--- config.mk ---
export PLATFORM = sky130hd
export DESIGN_NAME = csbs_serializer
export DESIGN_NICKNAME = d
export VERILOG_FILES = /design/src/rtl/csbs_pkg.sv /design/src/rtl/csbs_step.sv /design/src/rtl/csbs_next_sel.sv /design/src/rtl/csbs_state.sv /design/src/rtl/csbs_serializer.sv
export SDC_FILE = /design/constraint.sdc
export NUM_CORES = 1
export LEC_CHECK = 0
export CAP_MARGIN = 20
export CORE_MARGIN = 3
export CORE_UTILIZATION = 35
export DETAILED_ROUTE_END_ITERATION = 7
export DONT_BUFFER_PORTS = 1
export SLEW_MARGIN = 0
export SYNTH_ARGS = -nofsm -noshare
export SYNTH_HDL_FRONTEND = slang
export SYNTH_SLANG_ARGS = --single-unit
--- constraint.sdc ---
create_clock -name clk -period 1.8 [get_ports clk]
set_input_delay 0.09 -clock clk [delete_from_list [all_inputs] [get_ports clk]]
set_output_delay 0.09 -clock clk [all_outputs]
set_load 0.005 [all_outputs]
--- src/rtl/csbs_pkg.sv ---
// Shared definitions for the carry-save serializer.
// Assumes: nothing beyond the importing modules' own parameters.
package csbs_pkg;

    // Source of the next register contents.
    typedef enum logic {
        CSBS_SRC_STEP = 1'b0,   // result of the half-adder row, shifted
        CSBS_SRC_LOAD = 1'b1    // freshly presented sum/carry pair
    } csbs_src_e;

endpackage

--- src/rtl/csbs_step.sv ---
// One half-adder step over the pending sum/carry registers.
// For each position below R the sum and carry bits are half-added. The
// top carry bit passes straight through to the top sum position, and the
// top output carry is tied to zero.
// Assumes: R >= 1; purely combinational.
module csbs_step #(
    parameter int R = 15
) (
    input  logic [R-1:0] sp_i,
    input  logic [R:0]   cp_i,
    output logic [R:0]   sq_o,
    output logic [R:0]   cq_o
);

    // Half-adder cells for the positions where both registers have a bit.
    for (genvar i = 0; i < R; i++) begin : g_cell
        assign sq_o[i] = sp_i[i] ^ cp_i[i];
        assign cq_o[i] = sp_i[i] & cp_i[i];
    end

    // Top position: only a carry bit exists, so it moves across unchanged.
    assign sq_o[R] = cp_i[R];
    assign cq_o[R] = 1'b0;

endmodule

--- src/rtl/csbs_next_sel.sv ---
// Selects the next register contents: a fresh pair on load, otherwise the
// half-adder result shifted right by one position.
// Assumes: the caller has already settled the source selection.
module csbs_next_sel #(
    parameter int R = 15
) (
    input  csbs_pkg::csbs_src_e src_i,
    input  logic [R:0]          xs_i,
    input  logic [R:0]          xc_i,
    input  logic [R:0]          sq_i,
    input  logic [R:0]          cq_i,
    output logic [R-1:0]        sp_d_o,
    output logic [R:0]          cp_d_o
);
    import csbs_pkg::*;

    // Next-state mux; bit 0 of the sum side is dropped since it was output.
    always_comb begin
        if (src_i == CSBS_SRC_LOAD) begin
            sp_d_o = xs_i[R:1];
            cp_d_o = xc_i;
        end else begin
            sp_d_o = sq_i[R:1];
            cp_d_o = cq_i;
        end
    end

endmodule

--- src/rtl/csbs_state.sv ---
// Pending sum/carry registers with synchronous active-low clear.
// Assumes: rst_n is synchronous to clk; reset outranks any update.
module csbs_state #(
    parameter int R = 15
) (
    input  logic         clk,
    input  logic         rst_n,
    input  logic [R-1:0] sp_d_i,
    input  logic [R:0]   cp_d_i,
    output logic [R-1:0] sp_q_o,
    output logic [R:0]   cp_q_o
);

    // Register update with clear taking priority.
    always_ff @(posedge clk) begin
        if (!rst_n) begin
            sp_q_o <= '0;
            cp_q_o <= '0;
        end else begin
            sp_q_o <= sp_d_i;
            cp_q_o <= cp_d_i;
        end
    end

    AST_CLEAR_AFTER_RESET: assert property (@(posedge clk) disable iff (!rst_n)
        !$past(rst_n) |-> (sp_q_o == '0 && cp_q_o == '0));

endmodule

--- src/rtl/csbs_serializer.sv ---
// Carry-save to serial binary converter, top level.
// A load captures sum vector xs and carry vector xc (value xs + 2*xc) and
// emits bit 0 at once; each later cycle emits the next bit while a single
// half-adder row works through the pending pair.
// Assumes: R >= 1; load_i is sampled on the rising edge of clk.
module csbs_serializer #(
    parameter int R = 15
) (
    input  logic       clk,
    input  logic       rst_n,
    input  logic       load_i,
    input  logic [R:0] sum_vec_i,
    input  logic [R:0] carry_vec_i,
    output logic       bit_o
);
    import csbs_pkg::*;

    localparam int VW = R + 2;   // width that holds sp + cp without loss

    logic [R-1:0] sp_q;
    logic [R:0]   cp_q;
    logic [R-1:0] sp_d;
    logic [R:0]   cp_d;
    logic [R:0]   sq;
    logic [R:0]   cq;
    csbs_src_e    src;

    // Choose the register source from the load strobe.
    always_comb src = load_i ? CSBS_SRC_LOAD : CSBS_SRC_STEP;

    csbs_step #(.R(R)) u_step (
        .sp_i (sp_q),
        .cp_i (cp_q),
        .sq_o (sq),
        .cq_o (cq)
    );

    csbs_next_sel #(.R(R)) u_sel (
        .src_i  (src),
        .xs_i   (sum_vec_i),
        .xc_i   (carry_vec_i),
        .sq_i   (sq),
        .cq_i   (cq),
        .sp_d_o (sp_d),
        .cp_d_o (cp_d)
    );

    csbs_state #(.R(R)) u_state (
        .clk    (clk),
        .rst_n  (rst_n),
        .sp_d_i (sp_d),
        .cp_d_i (cp_d),
        .sp_q_o (sp_q),
        .cp_q_o (cp_q)
    );

    // Serial output: the raw LSB on load, otherwise the settled low bit.
    always_comb bit_o = load_i ? sum_vec_i[0] : sq[0];

    // Value still owed to the output, and the value a load would leave.
    logic [VW-1:0] pend;
    logic [VW-1:0] load_rest;
    always_comb pend      = VW'(sp_q) + VW'(cp_q);
    always_comb load_rest = VW'(sum_vec_i[R:1]) + VW'(carry_vec_i);

    AST_LOAD_CAPTURE: assert property (@(posedge clk) disable iff (!rst_n)
        ($past(rst_n) && $past(load_i)) |-> (pend == $past(load_rest)));

    AST_HALVE_PER_STEP: assert property (@(posedge clk) disable iff (!rst_n)
        ($past(rst_n) && !$past(load_i))
        |-> ({1'b0, $past(pend)} == ({pend, 1'b0} + (VW+1)'($past(bit_o)))));

    AST_TOP_CARRY_CLEAR: assert property (@(posedge clk) disable iff (!rst_n)
        ($past(rst_n) && !$past(load_i)) |-> !cp_q[R]);

    AST_IDLE_ZERO: assert property (@(posedge clk) disable iff (!rst_n)
        (!load_i && pend == '0) |-> !bit_o);

endmodule

==> metrics <==
largest area contributor in the netlist dfxtp_1; met2 wire length 1343 um; clock slew at reported path FFs 0.07 ns; status finished, final reports clean; Ports 36; dominant synthesized flop cell dfxtp_1; synth cell count leaders 31 x dfxtp_1, 30 x mux2i_1, 30 x nor2b_1, 15 x ha_1, 3 x clkbuf_1; Critical Path Start u_state.sp_q_o[14]; fin crit share 81.23%; Critical Setup Path Class flip-flop to flip-flop; core area 0.003744 sq mm; critical path cell sequence ha_1 -> mux2i_1 -> dlygate4sd3_1 -> nor2b_1; max-cap violation count 0; final hold slack 0.005293 ns; CTS tree built; Worst-Skew Late Latency 0.27 ns; Nets 206; Crit Reg-Reg Startpoint u_state.sp_q_o[14]; Seq/Total Area, Yosys 44.64%; capture point of the worst path u_state.sp_q_o[13]; row count 22; CP startpoint kind flip-flop; initial antenna violation count 0; RSZ-0062 raised after global routing false; Mean Syn Cell Area 12.09 sq um; Ys Warns 0; wire per inst 12.80 um; Worst Setup End Kind flip-flop; number of synthesized register bits 31; worst reg2reg path endpoint u_state.sp_q_o[13]; Buf+Inv Stages, Crit Path 1; Yosys top cell area share 44.64%; vias in the first global route 999; Post-synth EDFFs 0; clk root buf clkbuf_8; Cells after Synth 115; Worst path slowest cell dlygate4sd3_1; Overall Global Routing Usage 11.91%; CTS buffer count 5; ANT cells 0; setup TNS 0 ns; P_leak 0.8659 nW; worst hold path class primary input to flip-flop; met3 WL post-DR 135 um; Routed WL 2625 um; initial DRC count 30; max_slew headroom 42.36%; mapped cell area 0.001390 sq mm; Port Buffers 0; Worst EP arrival 1.63 ns; Post-Syn Nets 165; pre-CTS setup slack 0.8613 ns; H-tree depth reported by CTS 2; Max Freq 684.0 MHz; clk buf depth 2; Worst R2R Path Depth 4; Overflow after GRT 0; final core occ 50.07%; RD Place Congestion 0.6671; Clock Sinks 31; CP top delay family buffers and inverters; Initial Util 37.13%; drt pass-1 iters 2; Horiz. Die Dim 69.02 um; Worst R2R Setup Slack 0.34 ns; Least-Margin Pin Slew 0.8646 ns; WL met1 1110 um; IR drop worst, VDD 434.9 uV; Vias per Instance 4.634; Max Fanout on Critical Path 1; CP Data Required Time 1.97 ns; max incr delay on CP 0.57 ns; DRC Markers 0; first-pass GRT wire length 4464 um; largest cells by area after synthesis dfxtp_1 45%, mux2i_1 22%, ha_1 14%, nor2b_1 14%, buf_8 2.2%; Final WS setup 0.3380 ns; PwrDens 775.2 mW/mm^2; synth-to-layout area growth 34.83%; # setup viols final 0; Worst Clk Skew 0.004720 ns; share of cells above drive strength 1 5.732%; Slew Limit Fails 0; Die Y 69.02 um; Post-synth ARST share 0%; library cells used by synthesis 10; die area 0.004764 sq mm; antenna viol nets, final 0; DR vias 950; pin count of the biggest net entering global routing 33; min cycle time layout 1.462 ns; Worst path depth 4; Final Hold Violating Endpoints 0; DR top layer met4; DPL Wire Length 1590 um; count leader, synth dfxtp_1
-- logic make-up (layout without fill, tap and decap cells) --
family                     Yosys count  in the layout  share of synthesized area [%]
muxes                               31             31                          22.68
and+or+nand+nor                     31             31                          13.95
DFF                                 31             31                          44.64
buffers and inverters                7             49                          5.221
adders and majority gates           15             15                          13.50
-- metal layers --
metal,vias up,global-route usage [%]
met5,-,0
met4,0,3.905
met3,5,4.519
met2,29,20.23
met1,448,13.69
li1,468,-
-- how the worst min path moves through the flow --
| stage | start | to | slack (ns) | depth (start not counted) |
|---|---|---|---|---|
| final | sum_vec_i[13] | u_state.sp_q_o[12] | 0.005 | 2 |
| after global routing | sum_vec_i[10] | u_state.sp_q_o[9] | 0.0008 | 2 |
| after CTS | load_i | u_state.sp_q_o[14] | 0.002 | 2 |
| after detailed placement | rst_n | u_state.cp_q_o[13] | 0.23 | 1 |
| after global placement | rst_n | u_state.cp_q_o[10] | 0.22 | 1 |
| after floorplan | rst_n | u_state.cp_q_o[15] | 0.24 | 1 |
-- what timing repair did --
item,CTS,global route
gates resized for setup,0,1
setup endpoints to repair,0,1
hold buffers,41,0
setup buffers,0,0
hold endpoints to repair,31,0
-- where the power goes --
| part | switching (mW) | internal (mW) | leakage [nW] |
|---|---|---|---|
| Combinational | 0.0630 | 0.143 | 0.562 |
| Sequential | 0.0129 | 0.728 | 0.256 |
| Clock | 0.242 | 0.264 | 0.0477 |
| Total | 0.318 | 1.13 | 0.866 |
-- cell type report --
cell class	instances	area [sq um]
Fill cell	359	1869
Clock inverter	3	15.01
Multi-Input combinational cell	77	696.9
Clock buffer	5	68.82
Sequential cell	31	620.6
Tap cell	48	60.06
Timing Repair Buffer	41	412.9
-- cell usage in the layout (no fill, tap or decap) --
cell type,instances
mux2_4,1
mux2i_1,30
dlygate4sd3_1,40
and3_1,1
nor2b_1,30
clkbuf_8,5
dfxtp_1,31
clkinv_2,3
dlymetal6s4s_1,1
ha_1,15
-- state kept, by name, summed over array words and instances (netlist names) --
signal / count
u_state.cp_q_o: 16
u_state.sp_q_o: 15
-- stage by stage --
step	power (mW)	instances	cell area, sq um
after global routing	1.547	205	1874
after CTS	1.482	205	1872
after detailed placement	0.8656	156	1378
final	1.453	205	1874
after floorplan	0.8749	115	1390
after global placement	0.8565	156	1378
-- worst register-to-register path: cells and delay by family (launching register included) --
| family | cells | cell delay, ns |
|---|---|---|
| DFF | 1 | 0.30 |
| muxes | 1 | 0.14 |
| and+or+nand+nor | 1 | 0.04 |
| adders and majority gates | 1 | 0.31 |
| buffers and inverters | 1 | 0.57 |
Power figures use the tool's default switching activity.
